$ cat src/rtl/dac_frame_pkg.sv
package dac_frame_pkg;

  // Strobes from the frame timer to the datapath, valid for one system cycle.
  typedef struct packed {
    logic rise;   // bit clock goes high at the next edge
    logic shift;  // bit clock goes low, next bit of the current frame
    logic load;   // bit clock goes low, new frame starts
  } serStrobe_t;

endpackage

$ cat src/rtl/dac_frame_ctrl.sv
module dac_frame_ctrl
  import dac_frame_pkg::*;
#(
  parameter int FRAME_BITS      = 32,
  parameter int CLK_DIV         = 4,
  parameter int LATCH_LOW_SLOTS = 2
) (
  input  logic       clk,
  input  logic       rstN,
  output serStrobe_t strb,
  output logic       sampleReady,
  output logic       wordLatch
);

  localparam int HALF   = CLK_DIV / 2;
  localparam int PH_W   = (CLK_DIV > 1) ? $clog2(CLK_DIV) : 1;
  localparam int SLOT_W = $clog2(FRAME_BITS);

  logic [PH_W-1:0]   phaseCnt;
  logic [SLOT_W-1:0] slotCnt;
  logic phaseLast, slotLast, riseNow, latchRise;

  always_comb begin
    phaseLast = (phaseCnt == PH_W'(CLK_DIV - 1));
    slotLast  = (slotCnt == SLOT_W'(FRAME_BITS - 1));
    riseNow   = (phaseCnt == PH_W'(HALF - 1));
    latchRise = phaseLast && (slotCnt == SLOT_W'(LATCH_LOW_SLOTS - 1));
    strb.rise  = riseNow;
    strb.shift = phaseLast && !slotLast;
    strb.load  = phaseLast && slotLast;
    sampleReady = strb.load;
  end

  always_ff @(posedge clk or negedge rstN) begin
    if (!rstN) begin
      phaseCnt <= '0;
      slotCnt  <= '0;
    end else if (phaseLast) begin
      phaseCnt <= '0;
      slotCnt  <= slotLast ? '0 : slotCnt + 1'b1;
    end else begin
      phaseCnt <= phaseCnt + 1'b1;
    end
  end

  always_ff @(posedge clk or negedge rstN) begin
    if (!rstN) begin
      wordLatch <= 1'b0;
    end else if (strb.load) begin
      wordLatch <= 1'b0;
    end else if (latchRise) begin
      wordLatch <= 1'b1;
    end
  end

  AST_READY_SINGLE: assert property (@(posedge clk) disable iff (!rstN)
    sampleReady |=> !sampleReady);

  AST_LATCH_LOW_FIRST_RISE: assert property (@(posedge clk) disable iff (!rstN)
    (strb.rise && slotCnt == '0) |=> !wordLatch);

endmodule

$ cat src/rtl/dac_frame_dp.sv
module dac_frame_dp
  import dac_frame_pkg::*;
#(
  parameter int SAMPLE_W   = 24,
  parameter int SHORT_W    = 20,
  parameter int FRAME_BITS = 32
) (
  input  logic                clk,
  input  logic                rstN,
  input  serStrobe_t          strb,
  input  logic [SAMPLE_W-1:0] sampleData,
  input  logic                sampleValid,
  input  logic                wordMode20,
  output logic                bitClk,
  output logic                serData
);

  logic [SAMPLE_W-1:0]   holdReg;
  logic [SAMPLE_W-1:0]   nextWord;
  logic [FRAME_BITS-1:0] shiftReg;
  logic [FRAME_BITS-1:0] framedLong;
  logic [FRAME_BITS-1:0] framedShort;

  always_comb begin
    nextWord    = sampleValid ? sampleData : holdReg;
    framedLong  = FRAME_BITS'(nextWord);
    framedShort = FRAME_BITS'(nextWord[SAMPLE_W-1 -: SHORT_W]);
    serData     = shiftReg[FRAME_BITS-1];
  end

  always_ff @(posedge clk or negedge rstN) begin
    if (!rstN) begin
      holdReg <= '0;
    end else if (strb.load && sampleValid) begin
      holdReg <= sampleData;
    end
  end

  always_ff @(posedge clk or negedge rstN) begin
    if (!rstN) begin
      shiftReg <= '0;
    end else if (strb.load) begin
      shiftReg <= wordMode20 ? framedShort : framedLong;
    end else if (strb.shift) begin
      shiftReg <= {shiftReg[FRAME_BITS-2:0], 1'b0};
    end
  end

  always_ff @(posedge clk or negedge rstN) begin
    if (!rstN) begin
      bitClk <= 1'b0;
    end else if (strb.rise) begin
      bitClk <= 1'b1;
    end else if (strb.shift || strb.load) begin
      bitClk <= 1'b0;
    end
  end

  AST_STEP_ONLY_WHEN_HIGH: assert property (@(posedge clk) disable iff (!rstN)
    (strb.shift || strb.load) |-> bitClk);

  AST_DATA_STABLE_HIGH: assert property (@(posedge clk) disable iff (!rstN)
    (bitClk && $past(bitClk)) |-> $stable(serData));

endmodule

$ cat src/rtl/dac_frame_tx.sv
module dac_frame_tx
  import dac_frame_pkg::*;
#(
  parameter int SAMPLE_W        = 24,
  parameter int SHORT_W         = 20,
  parameter int FRAME_BITS      = 32,
  parameter int CLK_DIV         = 4,
  parameter int LATCH_LOW_SLOTS = 2
) (
  input  logic                clk,
  input  logic                rstN,
  input  logic [SAMPLE_W-1:0] sampleData,
  input  logic                sampleValid,
  output logic                sampleReady,
  input  logic                wordMode20,
  output logic                bitClk,
  output logic                serData,
  output logic                wordLatch
);

  serStrobe_t strb;

  dac_frame_ctrl #(
    .FRAME_BITS(FRAME_BITS), .CLK_DIV(CLK_DIV), .LATCH_LOW_SLOTS(LATCH_LOW_SLOTS)
  ) ctrl (
    .clk(clk), .rstN(rstN), .strb(strb),
    .sampleReady(sampleReady), .wordLatch(wordLatch)
  );

  dac_frame_dp #(
    .SAMPLE_W(SAMPLE_W), .SHORT_W(SHORT_W), .FRAME_BITS(FRAME_BITS)
  ) dp (
    .clk(clk), .rstN(rstN), .strb(strb),
    .sampleData(sampleData), .sampleValid(sampleValid), .wordMode20(wordMode20),
    .bitClk(bitClk), .serData(serData)
  );

  AST_LATCH_FALLS_WITH_CLK: assert property (@(posedge clk) disable iff (!rstN)
    $fell(wordLatch) |-> $fell(bitClk));

endmodule

$ cat config.mk
export PLATFORM = sky130hd
export DESIGN_NAME = dac_frame_tx
export DESIGN_NICKNAME = d
export VERILOG_FILES = /design/src/rtl/dac_frame_pkg.sv /design/src/rtl/dac_frame_ctrl.sv /design/src/rtl/dac_frame_dp.sv /design/src/rtl/dac_frame_tx.sv
export SDC_FILE = /design/constraint.sdc
export NUM_CORES = 1
export LEC_CHECK = 0
export BUFFER_PORTS_ARGS = -buffer_cell sky130_fd_sc_hd__buf_2
export CORE_MARGIN = 5
export CORE_UTILIZATION = 36
export DETAILED_ROUTE_END_ITERATION = 12
export SKIP_CTS_REPAIR_TIMING = 1
export SLEW_MARGIN = 20
export SYNTH_ARGS = -nofsm -noshare
export SYNTH_HDL_FRONTEND = slang
export SYNTH_HIERARCHICAL = 1
export SYNTH_SLANG_ARGS = --single-unit
$ cat constraint.sdc
create_clock -name clk -period 2.9 [get_ports clk]
set_input_delay 0.725 -clock clk [delete_from_list [all_inputs] [get_ports clk]]
set_output_delay 0.725 -clock clk [all_outputs]
set_load 0.02 [all_outputs]
Yosys cells after proc, flatten, opt, wreduce, memory -nomap -nowiden
Index checks and enable logic that the tools add are counted.
{"block": "word_totals", "reg_bits": 65, "inputBits": 28, "output_inout_bits": 4, "word_cells": 31}
{"block": "op_classes", "addsub": 2, "n_eq_ne": 4, "mux": 10, "reduce_logical": 9}
{"op": "32-bit 2-to-1 mux", "n": 2}
{"op": "24-bit 2-to-1 mux", "n": 2}
{"op": "2-bit nonzero test", "n": 3}
{"op": "5-bit by 1-bit adder with 5-bit output, second input constant", "n": 1}
{"op": "5-bit by 1-bit == test with 1-bit output, second input constant", "n": 1}
{"op": "5-bit == test, second input constant", "n": 1}
{"op": "5-bit 2-to-1 mux", "n": 1}
{"op": "1-bit logical AND", "n": 4}
{"op": "1-bit 2-to-1 mux", "n": 4}
{"op": "2-bit by 1-bit adder with 2-bit output, second input constant", "n": 1}
{"op": "2-bit by 1-bit == test with 1-bit output, second input constant", "n": 1}
{"op": "2-bit == test, second input constant", "n": 1}
{"op": "2-bit 2-to-1 mux", "n": 1}
{"op": "1-bit zero test", "n": 1}
{"op": "1-bit logical OR", "n": 1}

Logic depth before layout (Yosys ltp)
Gate-level depths: netlist of the first run.
{"block": "logic_depth", "ltp_word": 6, "mapped_depth": 10, "ltp_nobuf": 7}

Hierarchy
The synthesis of the first run kept the hierarchy.
{"mod": "dac_frame_dp", "instances": 1, "cells_per_inst": 229, "area_per_inst_um2": 2748.9, "seq_area_each_um2": 1426.4}
{"mod": "dac_frame_ctrl", "instances": 1, "cells_per_inst": 41, "area_per_inst_um2": 454.2, "seq_area_each_um2": 200.2}

Least setup slack after synthesis of the first run
No wires, ideal clock.
{"block": "synth_timing", "kind": "reg2reg", "start": "register ctrl.slotCnt[0]", "end": "register dp.holdReg[0]", "setup_time_ns": 0.128, "t_arrival_ns": 2.179, "required_ns": 2.772, "path_slack_ns": 0.593, "stages_incl_launch_ff": 10, "n_path_buf": 3, "synth_period_minus_slack_ns": 2.307, "cell_sequence": "dfrtp_1 ha_1 and3_1 ha_1 and2_1 buf_4 buf_4 nand2_2 buf_4 mux2_1"}
{"block": "synth_via", "elab_chain_cells": 3}
{"item": "start: declaration", "line_no": "dac_frame_ctrl.sv:20", "text": "logic [SLOT_W-1:0] slotCnt;"}
{"item": "start signal: assignment", "line_no": "dac_frame_ctrl.sv:40", "text": "slotCnt <= slotLast ? '0 : slotCnt + 1'b1;"}
{"item": "5-bit == test", "line_no": "dac_frame_ctrl.sv:25", "text": "slotLast = (slotCnt == SLOT_W'(FRAME_BITS - 1));"}
{"item": "1-bit logical AND", "line_no": "dac_frame_ctrl.sv:30", "text": "strb.load = phaseLast && slotLast;"}
{"item": "net sampleReady", "line_no": "dac_frame_tx.sv:14", "text": "output logic sampleReady,"}
{"item": "1-bit logical AND", "line_no": "dac_frame_dp.sv:34", "text": "end else if (strb.load && sampleValid) begin"}
{"item": "end signal: assignment", "line_no": "dac_frame_dp.sv:35", "text": "holdReg <= sampleData;"}
{"item": "end: declaration", "line_no": "dac_frame_dp.sv:18", "text": "logic [SAMPLE_W-1:0] holdReg;"}
The timed path passes the listed nets, and every way through them passes these cells.
A chain may end at the register's enable or synchronous reset.

Worst setup path after layout of the first run
{"block": "layout_timing", "start": "register ctrl.slotCnt[0]", "end": "output sampleReady"}
{"block": "layout_via", "elab_chain_cells": 2}
{"item": "5-bit == test", "line_no": "dac_frame_ctrl.sv:25"}
{"item": "1-bit logical AND", "line_no": "dac_frame_ctrl.sv:30"}
{"item": "end: declaration", "line_no": "dac_frame_tx.sv:14"}
No other way between the ends.

==> results by group, run 1 <==
Clocking
  • Clk Latency, worst-skew pair: 0.34 ns
  • CTS tree: yes
  • Num CTS Buffers: 9
  • Clk sink count: 65
  • CTS root buffer: clkbuf_8
  • CTS Buffer Depth: 2
  • Clock slew at reported path FFs: 0.07 ns
  • CTS H-Tree Depth: 3

Worst setup path
  • Crit Reg-Reg Startpoint: ctrl/slotCnt[0]
  • Startpoint types: register
  • Setup crit end kind: output port
  • CP startpoint: ctrl/slotCnt[0]
  • Crit path DAT: 1.87 ns
  • Critical setup path kind: reg2out
  • Req. time, crit path: 2.17 ns
  • Crit Path Max Fanout: 6

Cells and area
  • Area grow syn2layout: 14.1%
  • Fillers: 868
  • Ant diodes: 0
  • Most common cell after layout, fill and taps aside: dfrtp_1
  • Final core occ: 0.421
  • Commonest cells after routing, fill and taps aside: dfrtp_1, mux2i_1, buf_2, mux2_1
  • Layout cells sized above 1: 0.206
  • Nets: 335

Global routing
  • Total grt overflow: 0
  • Initial antenna violation count: 0
  • First-pass GRT wire length: 10,800 um
  • Vias in the first global route: 2,235
  • Largest net degree at the start of global routing: 39
  • Total Routing Usage GR: 0.121

STA
  • Tmin final: 2.60 ns
  • Final hold violations: 0
  • Final period utilization: 0.895
  • Fmax: 0.385 GHz
  • Hold slack: 0.403 ns
  • Setup TNS: 0 ns
  • Slew headroom: 0.563
  • Setup WS post-layout: 0.304 ns
  • RSZ-0062 raised after global routing: no
  • Worst Tran Pin Value: 0.654 ns
  • Clk_skew: 0.00942 ns
  • Setup violations, final: 0
  • Max-slew violations: 0

Logic synthesis
  • Mapped cell area: 3200 um^2
  • Cell variety after synth: 32
  • Cells after Synth: 270
  • Syn Area/Cell: 11.9 um^2
  • Yosys reg bits: 65
  • Yosys Warn Count: 6
  • Seq/Total Area, Yosys: 0.508
  • Syn_nets: 304

Place
  • Buffers added on ports: 31
  • GPL Wtd Cong: 0.740
  • DPL Wire Length: 4360 um
  • Setup WS pre-CTS: 0.546 ns

Die
  • Die area: 10,900 um^2
  • Initial Utilization: 0.369
  • Chip Height: 104 um
  • Die Wd: 104 um
  • Io pins: 32
  • Row count: 34
  • Area of the core: 8680 um^2

Power and ir drop
  • Worst vdd ir: 0.000360 V
  • Pwr Density: 501 nW/um^2
  • Pwr Total: 0.00183 W
  • Leakage power total: 1.81 nW

Routing
  • Drt first pass iters: 4
  • Final WL: 6220 um
  • WL/cell: 15.0 um
  • Iteration-0 DRC Markers: 89
  • ANT nets after route: 0
  • Vias per inst: 5.14
  • Vias: 2,130
  • DRC Markers: 0

Outcome
  • Outcome: complete, no violations

Job
  • MaxCap Viol Count: 0

Min path
  • Hold Crit Class: in2async
-- path summary, 6_finish.rpt --
check,endpoint,slack [ns],cells past startpoint
worst min register to register,ctrl/phaseCnt[0],0.46,1
max in group asynchronous,dp/shiftReg[9],1.87,2
worst max-delay path,sampleReady,0.30,5
worst max register to register,dp/shiftReg[19],0.53,7
min in group clk,ctrl/phaseCnt[0],0.46,1
worst min-delay path,ctrl/slotCnt[1],0.40,1
-- per-stage QoR --
step	area, um^2	cells
finish	3660	414
global route	3660	414
CTS	3660	414
detailed placement	3440	398
global placement	3440	398
floorplan	3200	270
-- cells by family after synthesis --
logic type	after synthesis	share of synthesized area
compound gates	69	0.146
flops	65	0.508
mux	62	0.208
buf+inv	43	0.0738
simple gates	25	0.0410
fa+ha+maj	6	0.0234
-- synth_stat cells --
master     count  area share
nor2b_1        1      0.0020
buf_4          5       0.012
nor2b_4        2      0.0086
nor2_1        13       0.015
inv_1         23       0.027
and2_1         1      0.0020
a32o_1         1      0.0031
and3_1         2      0.0039
o32a_1         1      0.0031
clkbuf_1       4      0.0047
buf_12         2       0.013
mux2_1        24       0.084
o22ai_1       23       0.045
a2bb2oi_1     17       0.046
nand2b_1       1      0.0020
a31oi_1        1      0.0020
o31ai_1        1      0.0023
a21o_1         1      0.0023
dfrtp_1       65        0.51
nand2_1        3      0.0035
ha_1           6       0.023
a21oi_1       19       0.030
mux4_2         1      0.0070
nor2_2         1      0.0020
mux2_2         2      0.0070
nand2_2        1      0.0020
mux2i_1       35        0.11
buf_6          2      0.0070
a22o_1         1      0.0027
a2bb2oi_2      1      0.0047
o21ai_0        3      0.0047
buf_2          7       0.011
-- where the power goes --
| group | switching, W | internal, W | leakage (nW) | total (W) |
|---|---|---|---|---|
| clock network | 0.000339 | 0.000506 | 0.113 | 0.000845 |
| registers | 0 | 0.000906 | 0.884 | 0.000906 |
| logic | 0.0000486 | 0.0000329 | 0.817 | 0.0000815 |
| total | 0.000387 | 0.00145 | 1.81 | 0.00183 |
-- state kept, by name, summed over array words and instances (netlist names) --
signal and count:
dp/holdReg 24, ctrl/phaseCnt 2, dp/shiftReg 32, ctrl/slotCnt 5, ctrl/wordLatch 1, dp/bitClk 1
-- worst max-delay path: stages, from the launching register on --
cell and delay (ns):
dfrtp_1 0.43, ha_1 0.25, and3_1 0.20, ha_1 0.23
and2_1 0.23, buf_2 0.19
-- metal layers --
layer | global-route usage | vias to the layer above | part of all wire
met5 | 0 | - | 0
met4 | 0.0500 | 0 | 0.016
met3 | 0.0317 | 7 | 0.038
met2 | 0.185 | 43 | 0.45
met1 | 0.163 | 1050 | 0.49
li1 | - | 1030 | -
-- layout make-up --
type	instances	area, um^2	area share
Sequential cell	65	1630	0.445
Multi-Input combinational cell	162	1340	0.367
Timing Repair Buffer	40	248	0.0678
Clock buffer	11	141	0.0387
Tap cell	108	135	0.0370
Inverter	23	86.3	0.0236
Clock inverter	5	78.8	0.0216
No activity file was read; power rests on OpenSTA's default activity.
==> inputs of run 2 (changes only) <==
--- a/config.mk
+++ b/config.mk
@@ -7,7 +7,8 @@
 export LEC_CHECK = 0
 export BUFFER_PORTS_ARGS = -buffer_cell sky130_fd_sc_hd__buf_2
 export CORE_MARGIN = 5
-export CORE_UTILIZATION = 36
+export CORE_UTILIZATION = 45
+export CTS_BUF_LIST = sky130_fd_sc_hd__clkbuf_16
 export DETAILED_ROUTE_END_ITERATION = 12
 export SKIP_CTS_REPAIR_TIMING = 1
 export SLEW_MARGIN = 20
==> results by group, run 2 (synthesized netlist as in run 1, its figures left out) <==
Outcome
  • Outcome: complete, no violations

Job
  • MaxCap Viol Count: 0 (unchanged)

Worst setup path
  • R2R Setup Slk: 0.44 ns (-0.09 ns)
  • Crit path DAT: 1.91 ns (+0.04 ns)
  • Setup crit end kind: output port
  • Startpoint types: register
  • Critical setup path kind: reg2out
  • CP startpoint: ctrl/slotCnt[0]
  • Crit-path cells: ha_1 -> and3_1 -> ha_1 -> and2_2 -> buf_2
  • CP dominant cell by count: ha_1
  • Crit Reg-Reg Startpoint: ctrl/slotCnt[0]
  • Crit-path max cell delay: 0.41 ns (-0.02 ns)
  • FF-to-FF path depth: 7 (unchanged)
  • CP delay by family, top: simple AND/OR/NAND/NOR gates
  • Crit Path Max Fanout: 13 (+7)
  • WP buf/inv: 1 (unchanged)
  • Req. time, crit path: 2.17 ns (about the same)
  • CP max-delay cell: dfrtp_1
  • Reg2reg end: dp/shiftReg[8]

Cells and area
  • Ant diodes: 0 (unchanged)
  • Commonest cells after routing, fill and taps aside: dfrtp_1, mux2i_1, buf_2, mux2_1
  • Storage cell area: 1630 um^2 (unchanged)
  • Most common cell after layout, fill and taps aside: dfrtp_1
  • Layout cells sized above 1: 0.203 (-0.00260)
  • Area grow syn2layout: 18.2%
  • Fillers: 590 (-32%)
  • Multi-input gate area: 1340 um^2 (about the same)
  • Max reg flops: 32 (unchanged)
  • Nets: 334 (-0.30%)
  • Top reg by flops: dp/shiftReg
  • Top flop regs: dp/shiftReg: 32 flops, dp/holdReg: 24 flops, ctrl/slotCnt: 5 flops
  • Fin cells: 401 (-3.1%)

STA
  • Tmin final: 2.63 ns (+0.0371 ns)
  • Final hold violations: 0 (unchanged)
  • Fmax: 0.380 GHz (-1.4%)
  • Final period utilization: 0.908 (+0.0128)
  • Worst Tran Pin Value: 0.642 ns (-0.0117 ns)
  • Hold slack: 0.409 ns (+0.00626 ns)
  • Clk_skew: 0.00527 ns (-0.00414 ns)
  • Setup WS post-layout: 0.267 ns (-0.0371 ns)
  • Setup violations, final: 0 (unchanged)
  • Slew headroom: 0.571 (+0.00779)
  • Max-slew violations: 0 (unchanged)
  • RSZ-0062 raised after global routing: no
  • Setup TNS: 0 ns (unchanged)

Clocking
  • CTS Buffer Depth: 2 (unchanged)
  • Clock slew at reported path FFs: 0.05 ns (-0.02 ns)
  • CTS root buffer: clkbuf_16
  • Num CTS Buffers: 9 (unchanged)
  • Clk Latency, worst-skew pair: 0.32 ns (-0.02 ns)
  • CTS H-Tree Depth: 3 (unchanged)
  • CTS tree: yes
  • Clk sink count: 65 (unchanged)

Power and ir drop
  • Leakage power total: 1.88 nW (+3.4%)
  • Worst vdd ir: 0.000347 V (-3.6%)
  • Pwr Total: 0.00228 W (+25%)
  • Pwr Density: 603 nW/um^2 (+20%)

Die
  • Row count: 30 (-12%)
  • Die Wd: 94.4 um (-9.5%)
  • Io pins: 32 (unchanged)
  • Die area: 8900 um^2 (-18%)
  • Area of the core: 6870 um^2 (-21%)
  • Initial Utilization: 0.466 (+0.0972)
  • Chip Height: 94.4 um (-9.5%)

Routing
  • Iteration-0 DRC Markers: 157 (+76%)
  • Vias: 2,127 (-0.14%)
  • Drt first pass iters: 4 (unchanged)
  • DRC Markers: 0 (unchanged)
  • Final WL: 6360 um (+2.2%)
  • WL/cell: 15.9 um (+5.5%)
  • ANT nets after route: 0 (unchanged)
  • Vias per inst: 5.30 (+3.1%)

Global routing
  • Vias in the first global route: 2,186 (-2.2%)
  • Largest net degree at the start of global routing: 66 (+69%)
  • Total grt overflow: 0 (unchanged)
  • Initial antenna violation count: 0 (unchanged)
  • Total Routing Usage GR: 0.160 (+0.0387)
  • First-pass GRT wire length: 11,000 um (+1.8%)

Min path
  • Hold Crit Class: in2async

Place
  • GPL Wtd Cong: 0.784 (+6.0%)
  • Cells after DPL: 385 (-3.3%)
  • DPL Wire Length: 4240 um (-2.6%)
  • Buffers added on ports: 31 (unchanged)
  • Setup WS pre-CTS: 0.308 ns (-0.238 ns)
## run 2: cell count changes in the layout (fill, tap and decap cells not counted), sizes merged
cell    change
bufinv      +2
buf         -1
clkbuf      -2
## run 2: per-layer routing
metal	global-route usage	up-vias	share of wire
li1	-	1030	-
met1	0.228	1042	0.48
met2	0.230	46	0.46
met3	0.0422	9	0.042
met4	0.0662	0	0.016
met5	0	-	0
## run 2: layout make-up
| type | instances | area share |
|---|---|---|
| Sequential cell | 65 | 0.430 |
| Multi-Input combinational cell | 162 | 0.354 |
| Timing Repair Buffer | 39 | 0.0668 |
| Clock buffer | 9 | 0.0595 |
| Clock inverter | 7 | 0.0350 |
| Tap cell | 96 | 0.0317 |
| Inverter | 23 | 0.0228 |
## run 2: power breakdown
part           internal, W  total [W]  switching (W)
clock network     0.000918    0.00130       0.000379
logic            0.0000313  0.0000793      0.0000480
registers         0.000908   0.000908              0
## run 2: how the worst max path moves through the flow
stage                           endpoint  slack (ns)  depth (start not counted)
after floorplan            dp/holdReg[0]        0.59                          9
after global placement     dp/holdReg[7]        0.40                          6
after detailed placement  dp/shiftReg[8]        0.31                          7
after global routing         sampleReady        0.15                          5
final                        sampleReady        0.27                          5
after CTS                    sampleReady        0.10                          5
## run 2: per-stage QoR
stage               cell area, um^2   util
global route                   3780  0.551
floorplan                      3200      -
detailed placement             3430  0.499
global placement               3430  0.499
finish                         3780  0.551
CTS                            3780  0.551
==> inputs of run 3 (changes only) <==
--- a/config.mk
+++ b/config.mk
@@ -10,6 +10,8 @@
 export CORE_UTILIZATION = 45
 export CTS_BUF_LIST = sky130_fd_sc_hd__clkbuf_16
 export DETAILED_ROUTE_END_ITERATION = 12
+export GPL_ROUTABILITY_DRIVEN = 0
+export REMOVE_ABC_BUFFERS = 1
 export SKIP_CTS_REPAIR_TIMING = 1
 export SLEW_MARGIN = 20
 export SYNTH_ARGS = -nofsm -noshare
==> constraint.sdc (replaced) <==
create_clock -name clk -period 3.2 [get_ports clk]
set_input_delay 0.8 -clock clk [delete_from_list [all_inputs] [get_ports clk]]
set_output_delay 0.8 -clock clk [all_outputs]
set_load 0.02 [all_outputs]
==> results by group, run 3 (synthesized netlist as in run 1, its figures left out) <==
Outcome
  • Outcome: complete, no violations

Place
  • Setup WS pre-CTS: 0.826 ns (+0.517 ns)
  • Buffers added on ports: 31 (unchanged)
  • Placed cell area: 3400 um^2 (-0.73%)
  • DPL Wire Length: 4180 um (-1.4%)

Job
  • MaxCap Viol Count: 0 (unchanged)

STA
  • Worst Tran Pin Value: 0.767 ns (+0.125 ns)
  • Max-slew violations: 0 (unchanged)
  • Hold slack: 0.461 ns (+0.0517 ns)
  • Slew headroom: 0.489 (-0.0821)
  • Setup TNS: 0 ns (unchanged)
  • Final period utilization: 0.830
  • Setup WS post-layout: 0.543 ns (+0.276 ns)
  • RSZ-0062 raised after global routing: no
  • Setup violations, final: 0 (unchanged)
  • Final hold violations: 0 (unchanged)
  • Clk_skew: 0.00615 ns (+0.000877 ns)
  • Tmin final: 2.66 ns
  • Fmax: 0.376 GHz

Cells and area
  • Area grow syn2layout: 14.9%
  • Top flop regs: dp/shiftReg: 32 flops, dp/holdReg: 24 flops, ctrl/slotCnt: 5 flops
  • Most common cell after layout, fill and taps aside: dfrtp_1
  • Top reg by flops: dp/shiftReg
  • Ant diodes: 0 (unchanged)
  • Max reg flops: 32 (unchanged)
  • Commonest cells after routing, fill and taps aside: dfrtp_1, mux2i_1, buf_2, inv_1, mux2_1
  • Nets: 334 (unchanged)
  • Layout cells sized above 1: 0.190 (-0.0131)
  • Final core occ: 0.536 (-0.0153)
  • Design area: 3680 um^2 (-2.8%)

Power and ir drop
  • Pwr Density: 490 nW/um^2 (-19%)
  • Clock Power Share: 0.504 (-0.064)
  • Flop pwr share: 0.456 (+0.059)
  • P_int: 0.00144 W (-23%)
  • Leakage power total: 1.84 nW (-2.1%)
  • Comb pwr share: 0.040 (+0.005)
  • Worst vdd ir: 0.000239 V (-31%)
  • Net load switching power: 0.000366 W (-14%)
  • Switching Share: 0.203 (+0.0162)

Die
  • Die area: 8900 um^2 (unchanged)
  • Io pins: 32 (unchanged)
  • Chip Height: 94.4 um (unchanged)
  • Row count: 30 (unchanged)
  • Die Wd: 94.4 um (unchanged)
  • Area of the core: 6870 um^2 (unchanged)
  • Initial Utilization: 0.466 (unchanged)

Clocking
  • Clock slew at reported path FFs: 0.05 ns (about the same)
  • CTS root buffer: clkbuf_16
  • Num CTS Buffers: 9 (unchanged)
  • Clk sink count: 65 (unchanged)
  • CTS tree: yes
  • CTS Buffer Depth: 2 (unchanged)
  • CTS H-Tree Depth: 3 (unchanged)
  • Clk Latency, worst-skew pair: 0.32 ns (about the same)

Routing
  • Iteration-0 DRC Markers: 95 (-39%)
  • Vias: 2,094 (-1.6%)
  • Vias per inst: 5.22 (-1.6%)
  • Final WL: 6140 um (-3.5%)
  • ANT nets after route: 0 (unchanged)
  • DRC Markers: 0 (unchanged)
  • WL/cell: 15.3 um (-3.5%)
  • Drt first pass iters: 4 (unchanged)

Worst setup path
  • CP max-delay cell: dfrtp_1
  • Crit Path Max Fanout: 7 (-6)
  • Startpoint types: register
  • Critical setup path kind: reg2out
  • Crit-path max cell delay: 0.40 ns (about the same)
  • Req. time, crit path: 2.40 ns (+0.23 ns)
  • CP dominant cell by count: ha_1
  • Critical path depth: 5 (unchanged)
  • Crit-path cells: ha_1 -> and3_1 -> ha_1 -> and2_1 -> buf_2
  • Crit path DAT: 1.86 ns (-0.05 ns)
  • CP delay by family, top: simple AND/OR/NAND/NOR gates
  • FF-to-FF path depth: 8 (+1)
  • Setup crit end kind: output port
  • WP buf/inv: 1 (unchanged)

Global routing
  • First-pass GRT wire length: 10,500 um (-3.9%)
  • Vias in the first global route: 2,150 (-1.6%)
  • Initial antenna violation count: 0 (unchanged)
  • Total grt overflow: 0 (unchanged)
  • Total Routing Usage GR: 0.154 (-0.00576)
  • Largest net degree at the start of global routing: 35 (-47%)

Min path
  • Hold Crit Class: reg2reg
  • WHS Path Cells: 1
## run 3: cell count changes in the layout (fill, tap and decap cells not counted), sizes merged
cell,delta
bufinv,-3
inv,+2
clkinv,+1
## run 3: power groups by stage
stage,logic (W),registers [W],clock network (W)
after global placement,0.0000738,0.000837,0
after floorplan,0.0000194,0.000837,0
final,0.0000715,0.000823,0.000910
after global routing,0.0000813,0.000822,0.000979
after detailed placement,0.0000745,0.000837,0
after CTS,0.0000746,0.000823,0.000939
## run 3: metrics by stage
step | std cells | total power [W]
after global routing | 401 | 0.00188
final | 401 | 0.00180
after CTS | 401 | 0.00184
after global placement | 385 | 0.000911
after floorplan | 250 | 0.000857
after detailed placement | 385 | 0.000911
## run 3: worst paths after layout
| path | start | endpoint | slack, ns |
|---|---|---|---|
| max | ctrl/slotCnt[0] | sampleReady | 0.54 |
| min | ctrl/phaseCnt[0] | ctrl/phaseCnt[0] | 0.46 |
| max reg2reg | ctrl/slotCnt[0] | dp/shiftReg[9] | 0.79 |
| min reg2reg | ctrl/phaseCnt[0] | ctrl/phaseCnt[0] | 0.46 |
| max in group asynchronous | rstN | dp/shiftReg[5] | 2.00 |
| min in group asynchronous | rstN | ctrl/slotCnt[1] | 0.56 |
## run 3: per-layer routing
metal / global-route usage / vias up / share of wire
met2: 0.238 / 30 / 0.48
met1: 0.204 / 1033 / 0.47
met4: 0.0469 / 0 / 0.0077
met3: 0.0550 / 4 / 0.040
met5: 0 / - / 0
li1: - / 1027 / -
## run 3: final cells by class
| cell class | instances | area (um^2) |
|---|---|---|
| clock buffers | 9 | 225 |
| clock inverters | 7 | 53.8 |
| fillers | 622 | 3190 |
| inverters | 23 | 86.3 |
| multi-input cells | 162 | 1340 |
| flip-flops and latches | 65 | 1630 |
| well taps | 96 | 120 |
| repair buffers | 39 | 228 |
